`src/rtl/eprom_fetch_seq.sv`:
```
module eprom_fetch_seq #(
  parameter int ADDR_W      = 16,
  parameter int DATA_W      = 8,
  parameter int ACCESS_WAIT = 4
) (
  input  logic              clk,
  input  logic              rst_n,
  input  logic              start,
  input  logic [ADDR_W:0]   byte_count,
  input  logic [DATA_W-1:0] data_in,
  output logic [ADDR_W-1:0] addr,
  output logic              rclk,
  output logic              sel_a0,
  output logic              sel_a1,
  output logic              ser_data,
  output logic              ser_valid,
  output logic              done,
  output logic              err
);

  localparam int CNT_W  = ADDR_W + 1;
  localparam int WAIT_W = (ACCESS_WAIT > 1) ? $clog2(ACCESS_WAIT) : 1;
  localparam int BIT_W  = (DATA_W > 1) ? $clog2(DATA_W) : 1;

  typedef enum logic [2:0] {S_IDLE, S_PULSE, S_WAIT, S_SHIFT, S_DONE, S_ERR} state_t;

  state_t              st;
  logic [ADDR_W-1:0]   nxt_addr;
  logic [CNT_W-1:0]    left;
  logic [WAIT_W-1:0]   wcnt;
  logic [BIT_W-1:0]    bcnt;
  logic [DATA_W-1:0]   shreg;

  wire idle_like = (st == S_IDLE) || (st == S_DONE) || (st == S_ERR);

  always_ff @(posedge clk) begin
    if (!rst_n) begin
      st       <= S_IDLE;
      addr     <= '0;
      nxt_addr <= '0;
      left     <= '0;
      wcnt     <= '0;
      bcnt     <= '0;
      shreg    <= '0;
    end else begin
      case (st)
        S_PULSE: begin
          addr <= nxt_addr;
          wcnt <= '0;
          st   <= S_WAIT;
        end
        S_WAIT: begin
          if (wcnt == WAIT_W'(ACCESS_WAIT - 1)) begin
            shreg <= data_in;
            bcnt  <= '0;
            st    <= S_SHIFT;
          end else begin
            wcnt <= wcnt + 1'b1;
          end
        end
        S_SHIFT: begin
          shreg <= shreg << 1;
          bcnt  <= bcnt + 1'b1;
          if (bcnt == BIT_W'(DATA_W - 1)) begin
            left <= left - 1'b1;
            if (left == CNT_W'(1))
              st <= S_DONE;
            else if (&addr)
              st <= S_ERR;
            else begin
              nxt_addr <= addr + 1'b1;
              st       <= S_PULSE;
            end
          end
        end
        default: begin
          if (idle_like && start) begin
            if (byte_count == '0)
              st <= S_DONE;
            else begin
              left     <= byte_count;
              nxt_addr <= '0;
              st       <= S_PULSE;
            end
          end
        end
      endcase
    end
  end

  assign rclk      = (st == S_PULSE);
  assign ser_valid = (st == S_SHIFT);
  assign ser_data  = ser_valid & shreg[DATA_W-1];
  assign done      = (st == S_DONE);
  assign err       = (st == S_ERR);
  assign sel_a0    = addr[0];
  assign sel_a1    = addr[1];

  AST_ADDR_AFTER_RCLK: assert property (@(posedge clk) disable iff (!rst_n)
    (addr != $past(addr)) |-> $past(rclk));
  AST_RCLK_ONE_CYCLE: assert property (@(posedge clk) disable iff (!rst_n)
    rclk |=> !rclk);
  AST_ADDR_STEP: assert property (@(posedge clk) disable iff (!rst_n)
    (addr != $past(addr)) |-> (addr == $past(addr) + 1'b1 || addr == '0));
  AST_DONE_HOLDS: assert property (@(posedge clk) disable iff (!rst_n)
    (done && $past(done)) |-> ($stable(addr) && !rclk));
  AST_DONE_CAUSE: assert property (@(posedge clk) disable iff (!rst_n)
    $rose(done) |-> ($past(ser_valid) || $past(start)));
  AST_WRAP_AT_TOP: assert property (@(posedge clk) disable iff (!rst_n)
    $rose(err) |-> ((&addr) && $past(ser_valid)));

endmodule

```
`config.mk`:
```
export PLATFORM = sky130hd
export DESIGN_NAME = eprom_fetch_seq
export DESIGN_NICKNAME = d
export VERILOG_FILES = /design/src/rtl/eprom_fetch_seq.sv
export SDC_FILE = /design/constraint.sdc
export NUM_CORES = 1
export LEC_CHECK = 0
export ABC_AREA = 0
export BUFFER_PORTS_ARGS = -buffer_cell sky130_fd_sc_hd__buf_2
export CORE_UTILIZATION = 25
export CTS_CLUSTER_DIAMETER = 30
export DETAILED_ROUTE_END_ITERATION = 8
export PLACE_DENSITY = 0.52
export SYNTH_ARGS = -nofsm -noshare
export SYNTH_HDL_FRONTEND = slang
export SYNTH_SLANG_ARGS = --single-unit
```
`constraint.sdc`:
```
create_clock -name clk -period 2 [get_ports clk]
set_clock_uncertainty 0.05 [all_clocks]
set_input_delay 0.1 -clock clk [delete_from_list [all_inputs] [get_ports clk]]
set_output_delay 0.1 -clock clk [all_outputs]
set_load 0.03 [all_outputs]
```
==> metrics.md <==
| Metric | Value |
|---|---|
| Power per cell area | 834 nW/um2 |
| Worst-path cell chain | nand3b_4, inv_2, or4_4, o21a_1, buf_12, and4b_1, a31o_1 |
| HPWL Detailed | 6860 um |
| Crit path max fanout | 19 |
| Htree depth | 3 |
| Fin Hold WS | 0.0172 ns |
| Via count | 3417 |
| Share of the synthesized area in the top cell type | 0.375 |
| Tightest Hold Check Type | in -> reg |
| Slew @ Worst Pin | 0.430 ns |
| Setup violators final | 0 |
| Router iterations before antenna repair | 4 |
| Cell family contributing the most delay on the critical path | simple AND/OR/NAND/NOR gates |
| CP Buf/Inv Count | 2 |
| DRT antenna net count | 0 |
| Most instantiated cells after synthesis | nand2_1, dfxtp_1, a21oi_1 |
| Clk buf depth | 2 |
| Syn_area_per_cell | 7.72 um2 |
| Crit Path Class | reg -> reg |
| Syn. warnings | 0 |
| Layout fillers | 1417 |
| Peak VDD IR | 0.379 mV |
| First-pass GRT wire length | 16000 um |
| Worst EP arrival | 2.08 ns |
| Layout cells sized above 1 | 0.236 |
| Root buf cell | clkbuf_16 |
| Distinct cells, synth | 62 |
| Max-cap violation count | 0 |
| Net count after synthesis | 483 |
| Fin util | 0.338 |
| Vias in the first global route | 3342 |
| CTS Sinks | 65 |
| Critical path launch point type | register |
| Synth Flop Type | dfxtp_1 |
| Register area share after synthesis | 0.375 |
| CP peak stage delay | 0.44 ns |
| Later-pin clock latency in the skew report | 0.33 ns |
| Tmin final | 1.90 ns |
| Synth area leader | dfxtp_1 |
| Avg Vias per Cell | 4.82 |
| Cell area after layout | 4530 um2 |
| Crit path required time | 2.18 ns |
| Achievable Freq | 0.525 GHz |
| Core area | 13400 um2 |
| Final Hold Violating Endpoints | 0 |
| Die height | 120 um |
| Reg clk slew, reported paths | 0.05 ns |
| Largest cells by area after synthesis | dfxtp_1, nand2_1, a21oi_1, mux2i_1, nor2_1 |
| Io pins | 51 |
| Wire per inst | 13.6 um |
| Critical-path top delay cell | or4_4 |
| Starting Density | 0.259 |
| Worst Setup End Kind | register |
| Die area | 14300 um2 |
| Status | finished clean |
| Placement Rows | 42 |
| CTS buffer count | 9 |
| Total grt overflow | 0 |
| Final Wtd Congestion | 0.865 |
| Final setup TNS | 0 ns |
| Die width | 120 um |
| RSZ-0062 raised after global routing | false |
| P_leak | 1.88 nW |
| DRC errors left | 0 |
| Worst Setup Slack, final | 0.0955 ns |
| GR Util All Layers | 0.140 |
| Final worst path period share | 0.952 |
| Area of the multi-input gates | 2020 um2 |
| Synth Register Bits | 65 |
| Setup WS pre-CTS | 0.0341 ns |
| Antenna violations before repair | 0 |
| Synth Cell Area | 3470 um2 |
| Synth Instances | 449 |
| Register area | 1300 um2 |
| Iter 0 DRT Violations | 135 |
| Drt total wl | 9650 um |
| CTS tree | built |
| Final Net Count | 563 |
| EDFF count, synth | 0 |
| Largest net degree at the start of global routing | 44 |
| Count leader, synth | nand2_1 |
| Async SR Flop Fraction | 0 |
| Area Growth Syn to Fin | 30.7% |
| Final Max Tran Viols | 0 |
| Ant diodes | 0 |
| DP Area | 4160 um2 |
| Relative slew slack | 0.713 |
| # port buffers | 50 |
==> per-stage QoR <==
step           instances  power [W]
4_1_cts              709    0.00379
2_1_floorplan        449    0.00200
3_5_place_dp         688    0.00233
6_report             709    0.00378
5_1_grt              709    0.00398
3_3_place_gp         688    0.00232
==> placed cells by master, fill, tap and decap left out, drive strengths merged, types with 7 or more instances in the layout <==
cell    count
nor4       10
buf        94
xor2        8
a311oi      7
clkbuf     11
o21ai      20
nor3       12
a21oi      40
inv         7
nor2       33
nand2     103
nand3      14
dfxtp      65
mux2i      14
==> report_power, final <==
part / total, W / internal [W] / leakage [nW] / switching (W)
clock: 0.00144 / 0.000866 / 0.132 / 0.000569
sequential: 0.00143 / 0.00136 / 0.528 / 0.0000633
combinational: 0.000916 / 0.000391 / 1.23 / 0.000525
total: 0.00378 / 0.00262 / 1.88 / 0.00116
==> flip-flops by register name (all words and copies together), names as in the netlist <==
register	count
addr	16
bcnt	3
left	17
nxt_addr	16
shreg	8
st	3
wcnt	2
==> final timing paths <==
check / start / slack [ns] / to / depth (start not counted)
max: st[2]$_SDFFE_PN0P_ / 0.1 / nxt_addr[8]$_SDFFE_PN0P_ / 7
min: data_in[2] / 0.02 / shreg[2]$_SDFFE_PN0P_ / 3
max reg2reg: st[2]$_SDFFE_PN0P_ / 0.1 / nxt_addr[8]$_SDFFE_PN0P_ / 7
min reg2reg: nxt_addr[0]$_SDFFE_PN0P_ / 0.40 / addr[0]$_SDFFE_PN0P_ / 2
==> cell families after synthesis <==
logic type               synth area share
AND/OR/NAND/NOR                     0.286
AO/OA/AOI/OAI                       0.187
flip-flops                          0.375
buffers and inverters              0.0512
multiplexers                       0.0437
XOR/XNOR                           0.0354
adder cells (fa/ha/maj)            0.0217
==> layer usage <==
| metal | vias up | part of all wire | global-route usage |
|---|---|---|---|
| met5 | - | 0 | 0 |
| met4 | 0 | 0.0084 | 0.0391 |
| met3 | 7 | 0.049 | 0.0285 |
| met2 | 78 | 0.47 | 0.233 |
| met1 | 1584 | 0.48 | 0.182 |
| li1 | 1748 | - | - |
==> area by class of cell <==
type                       count  share of cell area
tap                          176              0.0486
inverter                       8             0.00773
sequential                    65               0.288
multi-input combinational    345               0.446
timing repair buffer         100               0.150
clock buffer                  11              0.0536
clock inverter                 4             0.00663
==> repair_timing <==
item / CTS / global route
endpoints found under the hold margin: 6 / 0
buffers inserted: 0 / 0
hold buffers: 6 / 0
gates resized for setup: 0 / 9
setup endpoints to repair: 0 / 21
==> worst register-to-register path, delay by kind of cell (launching register included) <==
kind	cells	cell delay (ns)
simple gates	3	0.78
compound gates	2	0.41
buf+inv	2	0.24
flops	1	0.33
(Power assumes the default switching activity.)
